File: config.mk
export PLATFORM = sky130hd
export DESIGN_NAME = gate_interlock_3ph
export DESIGN_NICKNAME = d
export VERILOG_FILES = /design/src/rtl/gil_pkg.sv /design/src/rtl/gil_cfg.sv /design/src/rtl/gil_chan.sv /design/src/rtl/gil_leg.sv /design/src/rtl/gate_interlock_3ph.sv
export SDC_FILE = /design/constraint.sdc
export NUM_CORES = 1
export LEC_CHECK = 0
export BUFFER_PORTS_ARGS = -buffer_cell sky130_fd_sc_hd__buf_2
export CORE_MARGIN = 8
export CORE_UTILIZATION = 60
export CTS_CLUSTER_SIZE = 20
export DETAILED_ROUTE_END_ITERATION = 10
export GPL_ROUTABILITY_DRIVEN = 0
export HOLD_SLACK_MARGIN = 0.05
export PLACE_DENSITY = 0.8
export SETUP_SLACK_MARGIN = 0.5
export SLEW_MARGIN = 15
export SYNTH_ARGS = -nofsm -noshare
export SYNTH_HDL_FRONTEND = slang
export SYNTH_SLANG_ARGS = --single-unit
File: constraint.sdc
create_clock -name clk -period 2.3 [get_ports clk]
set_input_delay 0.23 -clock clk [delete_from_list [all_inputs] [get_ports clk]]
set_output_delay 0.23 -clock clk [all_outputs]
set_load 0.02 [all_outputs]
File: src/rtl/gil_pkg.sv
// Shared constants and types for the three-phase gate interlock.
// Assumes an 8-bit register data path and a 4-bit register address.
package gil_pkg;
    localparam int ADDR_W = 4;
    localparam int DATA_W = 8;

    localparam logic [ADDR_W-1:0] A_DEAD = 4'h1;
    localparam logic [ADDR_W-1:0] A_KEY  = 4'h2;
    localparam logic [ADDR_W-1:0] A_MODE = 4'h3;
    localparam logic [ADDR_W-1:0] A_STAT = 4'h4;

    localparam logic [DATA_W-1:0] KEY_FIRST  = 8'hA5;
    localparam logic [DATA_W-1:0] KEY_SECOND = 8'h5A;

    typedef enum logic [1:0] {
        UNL_IDLE,
        UNL_HALF,
        UNL_OPEN
    } unl_state_t;

    typedef struct packed {
        logic zero_dt;
        logic full_on;
    } mode_t;
endpackage

File: src/rtl/gil_cfg.sv
// Configuration registers: deadtime code, one-time-lockable mode and
// sticky shoot-through status, plus the key sequence that guards the mode.
// Assumes wr_en and rd_en are single-cycle strobes from a serial slave.
module gil_cfg
    import gil_pkg::*;
#(
    parameter int PHASES   = 3,
    parameter int DT_W     = 8,
    parameter int DT_MAX   = 240,
    parameter int DT_RESET = 20
) (
    input  logic              clk,
    input  logic              rst_n,
    input  logic              wr_en,
    input  logic [ADDR_W-1:0] wr_addr,
    input  logic [DATA_W-1:0] wr_data,
    input  logic              rd_en,
    input  logic [ADDR_W-1:0] rd_addr,
    input  logic [PHASES-1:0] shoot_evt,
    output logic [DATA_W-1:0] rd_data,
    output logic [DT_W-1:0]   dead_code,
    output mode_t             mode,
    output logic              locked,
    output logic [PHASES-1:0] status
);
    unl_state_t        st_q, st_d;
    logic              key1_hit, key2_hit, mode_commit, stat_clr;
    logic [DATA_W-1:0] sat_val;

    assign key1_hit    = wr_en && (wr_addr == A_KEY) && (wr_data == KEY_FIRST);
    assign key2_hit    = wr_en && (wr_addr == A_KEY) && (wr_data == KEY_SECOND);
    assign mode_commit = wr_en && (wr_addr == A_MODE) && (st_q == UNL_OPEN) && !locked;
    assign stat_clr    = rd_en && (rd_addr == A_STAT);
    assign sat_val     = (wr_data > DATA_W'(DT_MAX)) ? DATA_W'(DT_MAX) : wr_data;

    // Next state of the key sequence; any non-matching write restarts it.
    always_comb begin
        st_d = st_q;
        if (wr_en) begin
            if (st_q == UNL_HALF && key2_hit) st_d = UNL_OPEN;
            else if (key1_hit)                st_d = UNL_HALF;
            else                              st_d = UNL_IDLE;
        end
    end

    // Key sequence state register.
    always_ff @(posedge clk) begin
        if (!rst_n) st_q <= UNL_IDLE;
        else        st_q <= st_d;
    end

    // Deadtime code register with saturation on write.
    always_ff @(posedge clk) begin
        if (!rst_n)                               dead_code <= DT_W'(DT_RESET);
        else if (wr_en && wr_addr == A_DEAD)      dead_code <= DT_W'(sat_val);
    end

    // Mode register, committed once per reset through the key sequence.
    always_ff @(posedge clk) begin
        if (!rst_n) begin
            mode   <= '0;
            locked <= 1'b0;
        end else if (mode_commit) begin
            mode.full_on <= wr_data[0];
            mode.zero_dt <= wr_data[1];
            locked       <= 1'b1;
        end
    end

    // Sticky shoot-through status; a new event wins over a read clear.
    always_ff @(posedge clk) begin
        if (!rst_n) status <= '0;
        else        status <= (status & ~{PHASES{stat_clr}}) | shoot_evt;
    end

    // Read-back multiplexer.
    always_comb begin
        rd_data = '0;
        case (rd_addr)
            A_DEAD: rd_data = DATA_W'(dead_code);
            A_MODE: begin
                rd_data[DATA_W-1] = locked;
                rd_data[1]        = mode.zero_dt;
                rd_data[0]        = mode.full_on;
            end
            A_STAT: rd_data = DATA_W'(status);
            default: rd_data = '0;
        endcase
    end
endmodule

File: src/rtl/gil_chan.sv
// One gate channel: edge-triggered turn-on after a loaded deadtime count,
// immediate turn-off on command drop or block. Assumes dt_load is stable
// on the edge cycle; later changes do not affect a running count.
module gil_chan #(
    parameter int DT_W = 8
) (
    input  logic            clk,
    input  logic            rst_n,
    input  logic            cmd,
    input  logic            block,
    input  logic [DT_W-1:0] dt_load,
    output logic            drive
);
    logic            prev_q, on_q, pend_q;
    logic [DT_W-1:0] cnt_q;

    // Edge detection, deadtime countdown and on-state tracking.
    always_ff @(posedge clk) begin
        if (!rst_n) begin
            prev_q <= 1'b0;
            on_q   <= 1'b0;
            pend_q <= 1'b0;
            cnt_q  <= '0;
        end else begin
            prev_q <= cmd;
            if (!cmd || block) begin
                on_q   <= 1'b0;
                pend_q <= 1'b0;
            end else if (!prev_q) begin
                if (dt_load == '0) begin
                    on_q <= 1'b1;
                end else begin
                    pend_q <= 1'b1;
                    cnt_q  <= dt_load;
                end
            end else if (pend_q) begin
                if (cnt_q == DT_W'(1)) begin
                    on_q   <= 1'b1;
                    pend_q <= 1'b0;
                end else begin
                    cnt_q <= cnt_q - 1'b1;
                end
            end
        end
    end

    assign drive = on_q && cmd && !block;
endmodule

File: src/rtl/gil_leg.sv
// One bridge phase: conflict detection between the two commands and two
// gate channels. Assumes fault is already synchronous to clk.
module gil_leg #(
    parameter int DT_W = 8
) (
    input  logic            clk,
    input  logic            rst_n,
    input  logic            cmd_h,
    input  logic            cmd_l,
    input  logic            full_on,
    input  logic            fault,
    input  logic [DT_W-1:0] dt_eff,
    output logic            drv_h,
    output logic            drv_l,
    output logic            shoot
);
    logic block;

    assign shoot = cmd_h && cmd_l && !full_on;
    assign block = shoot || fault;

    gil_chan #(.DT_W(DT_W)) u_hi (
        .clk(clk), .rst_n(rst_n), .cmd(cmd_h), .block(block),
        .dt_load(dt_eff), .drive(drv_h)
    );

    gil_chan #(.DT_W(DT_W)) u_lo (
        .clk(clk), .rst_n(rst_n), .cmd(cmd_l), .block(block),
        .dt_load(dt_eff), .drive(drv_l)
    );
endmodule

File: src/rtl/gate_interlock_3ph.sv
// Top of the three-phase deadtime interlock: configuration registers and
// one leg per phase. Assumes commands and fault are synchronous to clk.
module gate_interlock_3ph
    import gil_pkg::*;
#(
    parameter int PHASES   = 3,
    parameter int DT_W     = 8,
    parameter int DT_MAX   = 240,
    parameter int DT_RESET = 20
) (
    input  logic              clk,
    input  logic              rst_n,
    input  logic [PHASES-1:0] cmd_hi,
    input  logic [PHASES-1:0] cmd_lo,
    input  logic              fault_off,
    input  logic              wr_en,
    input  logic [ADDR_W-1:0] wr_addr,
    input  logic [DATA_W-1:0] wr_data,
    input  logic              rd_en,
    input  logic [ADDR_W-1:0] rd_addr,
    output logic [DATA_W-1:0] rd_data,
    output logic [PHASES-1:0] gate_hi,
    output logic [PHASES-1:0] gate_lo
);
    mode_t             mode_w;
    logic              locked_w;
    logic [DT_W-1:0]   dead_w, dt_eff;
    logic [PHASES-1:0] shoot_w, status_w;

    gil_cfg #(
        .PHASES(PHASES), .DT_W(DT_W), .DT_MAX(DT_MAX), .DT_RESET(DT_RESET)
    ) u_cfg (
        .clk(clk), .rst_n(rst_n),
        .wr_en(wr_en), .wr_addr(wr_addr), .wr_data(wr_data),
        .rd_en(rd_en), .rd_addr(rd_addr),
        .shoot_evt(shoot_w), .rd_data(rd_data),
        .dead_code(dead_w), .mode(mode_w), .locked(locked_w), .status(status_w)
    );

    assign dt_eff = (mode_w.full_on || mode_w.zero_dt) ? '0 : dead_w;

    for (genvar p = 0; p < PHASES; p++) begin : g_leg
        gil_leg #(.DT_W(DT_W)) u_leg (
            .clk(clk), .rst_n(rst_n),
            .cmd_h(cmd_hi[p]), .cmd_l(cmd_lo[p]),
            .full_on(mode_w.full_on), .fault(fault_off), .dt_eff(dt_eff),
            .drv_h(gate_hi[p]), .drv_l(gate_lo[p]), .shoot(shoot_w[p])
        );
    end
endmodule

## Yosys cells after proc, flatten, opt, wreduce, memory -nomap -nowiden

Index checks and enable logic that the tools add are counted.

| cells by class | value |
|---|---|
| $add $sub $neg | 6 |
| magnitude comparators | 1 |
| equal/unequal tests | 40 |
| mux-type cells | 64 |
| bitwise logic cells | 10 |
| reduce and logical (&&, ||, !) cells | 73 |

Operators by type and width:

| kind | count |
|---|---|
| $mux 8 | 21 |
| $eq 8x1->1 const B | 6 |
| $sub 8x1->8 const B | 6 |
| $mux 1 | 39 |
| $ne 2x1->1 const B | 16 |
| $logic_and 1x1->1 | 27 |
| $reduce_and 4->1 | 6 |
| $reduce_and 3->1 | 6 |
| $ne 2x2->1 const B | 8 |
| $eq 4x2->1 const B | 3 |
| $reduce_bool 2->1 | 6 |
| $reduce_or 2->1 | 6 |
| $logic_not 1->1 | 11 |
| $logic_or 1x1->1 | 10 |
| $pmux 5 s2 | 1 |
| $eq 4x1->1 const B | 2 |
| $eq 8x7->1 const B | 1 |
| $eq 8x8->1 const B | 1 |
| $gt 8x8->1 const B | 1 |
| $logic_not 8->1 | 1 |
| $not 1->1 | 7 |
| $pmux 2 s3 | 1 |
| $eq 4x3->1 const B | 1 |
| $and 3x3->3 | 1 |
| 6 further kinds | 6 |

| word-level totals | value |
|---|---|
| register bits after elaboration | 82 |
| output and inout bits | 14 |
| word-level logic and storage cells | 224 |

## Logic depth before layout (Yosys ltp)

Gate-level depths: netlist of the first run.

| logic depth | value |
|---|---|
| depth after elaboration | 6 |
| mapped depth | 8 |

## By module

A second synthesis of the first run with hierarchy kept.

| second synthesis, totals | value |
|---|---|
| cells, all modules | 647 |
| area, all modules | 5198.7 um^2 |

By module, submodules not included:

| module | instances | cells each | area an instance (um^2) | seq. area each (um^2) |
|---|---|---|---|---|
| gil_chan at g_leg[0].u_leg.u_hi ... | 5 | 89 | 703.2 | 220.2 |
| gil_cfg | 1 | 94 | 825.8 | 320.3 |
| gil_chan at g_leg[2].u_leg.u_lo | 1 | 89 | 689.4 | 220.2 |
| gate_interlock_3ph | 1 | 10 | 122.6 | 0.0 |
| gil_leg | 3 | 3 | 15.0 | 0.0 |

## Worst setup path before layout of the first run

No wires, ideal clock.

| timing path | value |
|---|---|
| kind | register to register |
| start point | reg g_leg[1].u_leg.u_lo.cnt_q[2] |
| end point | reg g_leg[1].u_leg.u_lo.cnt_q[6] |
| library setup time | 0.068 ns |
| arrival | 1.957 ns |
| required time | 2.232 ns |
| path slack | 0.275 ns |
| stages on the path, launching flop included | 7 |
| path buffers | 1 |
| cell sequence | dfxtp_1 -> or4_4 -> or4b_4 -> a32oi_4 -> buf_6 -> nand2_1 -> a21oi_2 |

| between the ends | value |
|---|---|
| longest elaborated chain between the ends | 4 |

RTL lines:

| what | RTL line | RTL |
|---|---|---|
| start, declared | gil_chan.sv:15 | `logic [DT_W-1:0] cnt_q;` |
| start signal, assigned | gil_chan.sv:34 | `cnt_q <= dt_load;` |
| start signal, assigned | gil_chan.sv:41 | `cnt_q <= cnt_q - 1'b1;` |
| $sub 8x1->8 | gil_chan.sv:41 |  |
| $mux 8 | gil_chan.sv:37 | `if (cnt_q == DT_W'(1)) begin` |
| $mux 8 | gil_chan.sv:36 | `end else if (pend_q) begin` |
| $mux 8 | gil_chan.sv:29 | `end else if (!prev_q) begin` |

Parallel ways exist; a longest one is shown, timed or not. The select of a mux whose other input is x is not followed.
A chain may end at the register's enable or synchronous reset.

## Worst setup path in the final report of the first run

| timing path | value |
|---|---|
| start point | reg g_leg[1].u_leg.u_lo.cnt_q[5] |
| end point | reg g_leg[1].u_leg.u_lo.cnt_q[4] |

| between the ends | value |
|---|---|
| longest elaborated chain between the ends | 3 |

RTL lines:

| what | RTL line |
|---|---|
| $eq 8x1->1 | gil_chan.sv:37 |
| $ne 2x2->1 (no source line) | n/a |
| $reduce_and 4->1 (no source line) | n/a |

Every way passes these cells.

==> run metrics, run 1 <==
Post-synth ARST share=0; Peak VDD IR=~310 uV; Critical Path Max Stage Delay=approximately 0.55 ns; vias per std cell=between 6 and 7; Final Max Slew Viols=0; PD cells=between 400 and 500 mW/mm2; CTS root buf=clkbuf_8; Fmax=about 480 MHz; storage element area=about 0.0017 mm2; commonest non-fill, non-tap cells in the layout=74 x dfxtp_1, 71 x nand2_1, 66 x nor2_1; # port buffers=40; count of final setup violators=0; total gr overflow=0; Critical Path AT=approximately 2.3 ns; worst reg-to-reg setup slack=~0.22 ns; gr usage total=0.252; Max Cap Viol=0; DIE HEIGHT=between 100 and 150 um; number of global-route vias before repair=roughly 5000; via count=approximately 5200; DR iter-0 viols=between 400 and 500; Syn-to-layout area delta=26.2%; most common cell after layout, fill and taps aside=dfxtp_1; startpoint types=flip-flop; Clock Sinks=just over 80; Antenna Nets Post-Route=0; min Tclk post-route=approximately 2.1 ns; Final Hold Fails=0; CP endpoint kind=flip-flop; PnR worst setup slack=0.220 ns; setup TNS=0 ns; outcome=complete, no violations; cell area after synthesis=~0.005 mm2; Avg Cell Area, Syn=between 7 and 8 um2; Die Area=0.0112 mm2; Worst Hold Class=in -> reg; share of layout cells above drive strength 1=0.278; clock tree buffer depth=2; final-stage net count=750; clk_skew=0.0152 ns; Distinct cells, synth=65; P_leak=approximately 2.5 nW; Post-DP HPWL=approximately 9000 um; wirelength, routed=15300 um; CTS tree=done; depth of the CTS H-tree=3; worst path cell trace=or4_4 -> or4b_4 -> a32oi_4 -> buf_6 -> a211o_1 -> a21oi_2; Syn Nets=680; initial core utilization=0.605; Seq/Total Area, Yosys=0.337; Core Box Area=slightly above 0.008 mm2; Post-Syn Instances=roughly 640; drt pass-1 iters=5; wire length of the first global-routing pass=between 20000 and 25000 um; fillcell total=~550; Yosys reg bits=a little over 80; Worst Tran Pin Value=~0.56 ns; Post-Place Worst Slack=0.0736 ns; Final period util=0.904; drc violations=0; DR WL/cell=between 15 and 20 um; largest net degree at the start of global routing=39; io pins=41; CP Max Fanout=9; top_reg_cell synth=dfxtp_1; WS Path Type=reg -> reg; area of the multi-input gates=roughly 0.0033 mm2; EDFF count, synth=0; hold buffers post-CTS=0; Rows=33; Clock Latency Late Sink=roughly 0.37 ns; yosys warns=0; antenna violations before repair=0; Worst-path clk slew=approximately 0.09 ns; Die W=roughly 110 um; RSZ-0062 raised after global routing=true; Critical Path RT=around 2.6 ns; total CTS buffers=9; Antenna diodes=0; Slew HR=0.628; CP max stage cell=or4b_4
## Yosys cell counts, types with 12 or more instances
library cell / count / share of area
a21oi_1: 57 / 0.059
nand3_1: 19 / 0.020
nor2_1: 76 / 0.059
xor2_1: 12 / 0.022
a211o_1: 12 / 0.022
dfxtp_1: 82 / 0.34
clkbuf_1: 25 / 0.019
o21ai_0: 21 / 0.022
mux2i_1: 13 / 0.027
nor3_1: 18 / 0.019
ha_1: 12 / 0.031
inv_1: 30 / 0.023
and2_1: 14 / 0.018
nand2_1: 76 / 0.059
## final timing paths
check | cells past startpoint | from | to
max reg2reg | 6 | g_leg[1].u_leg.u_lo.cnt_q[5] | g_leg[1].u_leg.u_lo.cnt_q[4]
min reg2reg | 2 | u_cfg.dead_code[7] | u_cfg.dead_code[7]
max | 6 | g_leg[1].u_leg.u_lo.cnt_q[5] | g_leg[1].u_leg.u_lo.cnt_q[4]
min | 3 | wr_data[4] | u_cfg.dead_code[4]
## sequential cells by signal (all words and copies together), names as in the netlist
register                 count
u_cfg.locked                 1
g_leg.u_leg.u_lo.on_q        3
g_leg.u_leg.u_hi.pend_q      3
g_leg.u_leg.u_hi.on_q        3
u_cfg.status                 3
g_leg.u_leg.u_lo.cnt_q      24
g_leg.u_leg.u_lo.pend_q      3
g_leg.u_leg.u_lo.prev_q      3
u_cfg.mode                   2
u_cfg.dead_code              8
g_leg.u_leg.u_hi.prev_q      3
u_cfg.st_q                   2
g_leg.u_leg.u_hi.cnt_q      24
## critical path: cells and delay by family, from the launching register on
kind,cells,cell delay (ns)
AO/OA/AOI/OAI,3,0.39
flip-flops,1,0.33
AND/OR/NAND/NOR,2,1.08
buffers and inverters,1,0.17
## final cells by class
cell class                      count  share of cell area
Multi-Input combinational cell    487               0.537
Sequential cell                    82               0.269
Timing Repair Buffer              100               0.123
Clock buffer                       12              0.0253
Tap cell                          105              0.0214
Inverter                           31              0.0189
Clock inverter                      4             0.00428
## report_power, final
| group | total [mW] | switching [mW] | leakage [nW] | internal, mW |
|---|---|---|---|---|
| clock network | 0.994 | 0.544 | 0.0924 | 0.450 |
| logic | 0.532 | 0.307 | 1.73 | 0.225 |
| registers | 1.50 | 0.0438 | 0.669 | 1.46 |
| total | 3.03 | 0.895 | 2.49 | 2.13 |
## layer usage
layer  vias up  GRT usage  share of wire
met5         -          0              0
met3        56     0.0526          0.073
met1      2480      0.305           0.40
met4         0      0.140          0.038
met2       252      0.410           0.48
li1       2403          -              -
## per-stage QoR
stage | utilization | instances | area [um2] | power [mW] | hold slack, ns
3_3_place_gp | 0.651 | 766 | 5250 | 1.94 | 0.449
3_5_place_dp | 0.651 | 766 | 5250 | 1.96 | 0.462
5_1_grt | 0.763 | 821 | 6140 | 3.13 | 0.154
2_1_floorplan | - | 641 | 4940 | 1.84 | 0.352
4_1_cts | 0.714 | 808 | 5750 | 2.96 | 0.122
6_report | 0.763 | 821 | 6140 | 3.03 | 0.125
## kinds of logic (layout without fill, tap and decap cells)
logic type / count (synthesis) / after routing / share of synthesized area
compound gates: 163 / 165 / 0.220
simple gates: 276 / 276 / 0.281
xor+xnor: 21 / 21 / 0.0378
buf+inv: 74 / 147 / 0.0668
mux: 13 / 13 / 0.0267
flops: 82 / 82 / 0.337
fa+ha+maj: 12 / 12 / 0.0308
## what timing repair did
| item | CTS | global route |
|---|---|---|
| endpoints found under the setup margin | 45 | 58 |
| buffers inserted | 21 | 12 |
| resized for setup | 33 | 67 |
| gates cloned | 5 | 1 |
| pin swaps | 20 | 34 |
Note: power is estimated with default switching activity, not from simulation.
==> run 2: changes to the inputs <==
- CELL_PAD_IN_SITES_DETAIL_PLACEMENT: default -> 1
- CELL_PAD_IN_SITES_GLOBAL_PLACEMENT: default -> 2
- CORE_UTILIZATION: 60 -> 35
- PLACE_DENSITY: 0.8 -> default
- PLACE_DENSITY_LB_ADDON: default -> 0.1
==> run 2 against run 1 <==
Compared with the run above:
- clock skew down 0.0072 ns
- routed wire length grew 8.8%
- maximum frequency increased by 0.85%
- die area up 59%
- global-route usage shrank 6.7 points
- flip-flop and latch count stayed put
- critical path depth grew 1
- clock power rose by 61%
- utilization decreased by 32 points
- final cell count grew 7.8%
- hold slack better by 0.020 ns
- total power is 19% higher
- critical path type unchanged
- largest cell class unchanged
- largest power group is now the clock network
==> run metrics, run 2 (same netlist as run 1, synthesis figures left out) <==
PD cells=591 mW/mm2 (+20%); Final Core Density=0.442 (-0.320); Worst-path clk slew=0.06 ns (-0.03 ns); most common cell after layout, fill and taps aside=nor2_1; CTS tree=done; total CTS buffers=9 (unchanged); drt pass-1 iters=4 (-1); hold_ws=0.146 ns (+0.0202 ns); Final Max Slew Viols=0 (unchanged); fillcell total=1688 (+200%); Core Box Area=0.0137 mm2 (+70%); Critical Path Max Stage Delay=0.53 ns (-0.02 ns); Final Hold Fails=0 (unchanged); WP buf/inv=2 (+1); DIE HEIGHT=134 um (+26%); CP max stage cell=or4_4; gr usage total=0.185 (-0.0671); clk_skew=0.00801 ns (-0.00721 ns); Critical Path AT=2.34 ns (about the same); antenna violations before repair=0 (unchanged); Antenna Nets Post-Route=0 (unchanged); CP endpoint kind=flip-flop; final-stage net count=739 (-1.5%); outcome=complete, no violations; Critical Path RT=2.58 ns (+0.02 ns); io pins=41 (unchanged); vias per std cell=5.51 (-13%); largest net degree at the start of global routing=22 (-44%); count of final setup violators=0 (unchanged); DR WL/cell=18.8 um (+0.89%); # port buffers=40 (unchanged); commonest non-fill, non-tap cells in the layout=73 x nor2_1, 72 x dfxtp_1, 71 x nand2_1; Final period util=0.897 (-0.00763); hold depth=3 (unchanged); Worst Tran Pin Value=0.537 ns (-0.0211 ns); wirelength, routed=16600 um (+8.8%); Hold Crit Start=wr_data[4]; hold endpoint=u_cfg.dead_code[4]; Top Family by Delay on Critical Path=simple AND/OR/NAND/NOR gates; initial core utilization=0.355 (-0.250); Die W=134 um (+26%); Regs by FF count=g_leg.u_leg.u_hi.cnt_q (24), g_leg.u_leg.u_lo.cnt_q (24), u_cfg.dead_code (8); min Tclk post-route=2.06 ns (-0.0175 ns); worst path cell trace=or4_4 -> or4b_4 -> a32oi_4 -> buf_12 -> buf_4 -> nand2_1 -> a21oi_2; DR iter-0 viols=224 (-52%); Syn-to-layout area delta=24.7%; number of global-route vias before repair=5001 (+0.22%); Slew HR=0.641 (+0.0136); Die Area=0.0179 mm2 (+59%); wire length of the first global-routing pass=26400 um (+13%); CTS root buf=clkbuf_16; Reg2Reg Depth=7 (+1); Max Cap Viol=0 (unchanged); share of layout cells above drive strength 1=0.231 (-0.0467); Worst Hold Class=in -> reg; Post-DP HPWL=11500 um (+25%); setup TNS=0 ns (unchanged); depth of the CTS H-tree=3 (unchanged); Clock Latency Late Sink=0.35 ns (-0.02 ns); Fmax=485 MHz (+0.85%); via count=4880 (-6.0%); CP Max Fanout=12 (+3); Rows=43 (+30%); WS Path Type=reg -> reg; P_leak=2.46 nW (-1.1%); clock tree buffer depth=2 (unchanged); drc violations=0 (unchanged); startpoint types=flip-flop; Pwr Total=3.59 mW (+19%); RR Endpoint=g_leg[1].u_leg.u_lo.cnt_q[4]; Peak VDD IR=424 uV (+35%); Antenna diodes=0 (unchanged); worst flop-to-flop path startpoint=g_leg[1].u_leg.u_lo.cnt_q[5]; worst reg-to-reg setup slack=0.24 ns (+0.02 ns); Clock Sinks=82 (unchanged); RSZ-0062 raised after global routing=true; total gr overflow=0 (unchanged)
==> run 2: changes by cell type in the layout (fill, tap and decap cells not counted), moves of 5 or more <==
| cell | previous run | this run |
|---|---|---|
| clkbuf_16 | 0 | 9 |
| buf_6 | 21 | 8 |
| nor2_1 | 66 | 73 |
| a21oi_1 | 46 | 52 |
| a21oi_2 | 13 | 8 |
| clkbuf_8 | 11 | 1 |
==> run 2: timing repair <==
action | 4_1_cts | 5_1_grt
buffers inserted | 13 | 8
endpoints found under the setup margin | 51 | 54
endpoints found under the hold margin | 0 | 0
hold buffers | 0 | 0
gates cloned | 1 | 0
gates resized for setup | 12 | 36
pin swaps | 7 | 25
==> run 2: area by class of cell <==
cell class / instances / area (um2) / share of cell area
Clock buffer: 10 / 239 / 0.0394
Inverter: 31 / 116 / 0.0192
Clock inverter: 6 / 80.1 / 0.0132
Sequential cell: 82 / 1660 / 0.273
Multi-Input combinational cell: 486 / 3120 / 0.514
Tap cell: 180 / 225 / 0.0371
Timing Repair Buffer: 90 / 631 / 0.104
==> run 2: how the worst max path moves through the flow <==
stage | start | end | slack (ns) | cells past startpoint
detailed placement | g_leg[1].u_leg.u_lo.cnt_q[5] | g_leg[1].u_leg.u_lo.cnt_q[4] | 0.04 | 6
floorplan | g_leg[1].u_leg.u_lo.cnt_q[5] | g_leg[1].u_leg.u_lo.cnt_q[5] | 0.30 | 6
finish | g_leg[1].u_leg.u_lo.cnt_q[5] | g_leg[1].u_leg.u_lo.cnt_q[4] | 0.24 | 7
global placement | g_leg[1].u_leg.u_lo.cnt_q[5] | g_leg[1].u_leg.u_lo.cnt_q[4] | 0.09 | 6
CTS | g_leg[1].u_leg.u_lo.cnt_q[5] | g_leg[1].u_leg.u_lo.cnt_q[4] | 0.24 | 7
global route | g_leg[1].u_leg.u_lo.cnt_q[5] | g_leg[1].u_leg.u_lo.cnt_q[4] | 0.17 | 7
==> run 2: where the power goes <==
group	internal, mW	leakage [nW]	switching (mW)
registers	1.46	0.670	0.0413
logic	0.206	1.63	0.288
clock network	0.974	0.162	0.622
total	2.64	2.46	0.951
==> run 2: stage by stage <==
step                std cells  instance area, um2  worst slack, ns
floorplan                 641                4940            0.297
global placement          847                5380           0.0878
detailed placement        847                5380           0.0378
CTS                       877                5870            0.239
global route              885                6070            0.168
finish                    885                6070            0.238
==> run 2: worst reg2reg max path: cells and delay by family, from the launching register on <==
kind	cells	cell delay, ns
AO/OA/AOI/OAI	2	0.31
buffers and inverters	2	0.27
flip-flops	1	0.32
AND/OR/NAND/NOR	3	1.11
==> run 2: metal layers <==
| layer | routed length (um) | GRT usage | vias up |
|---|---|---|---|
| met2 | 8270 | 0.314 | 47 |
| met4 | 388 | 0.0692 | 0 |
| met1 | 7580 | 0.233 | 2426 |
| met5 | 0 | 0 | - |
| li1 | - | - | 2384 |
| met3 | 368 | 0.0258 | 23 |
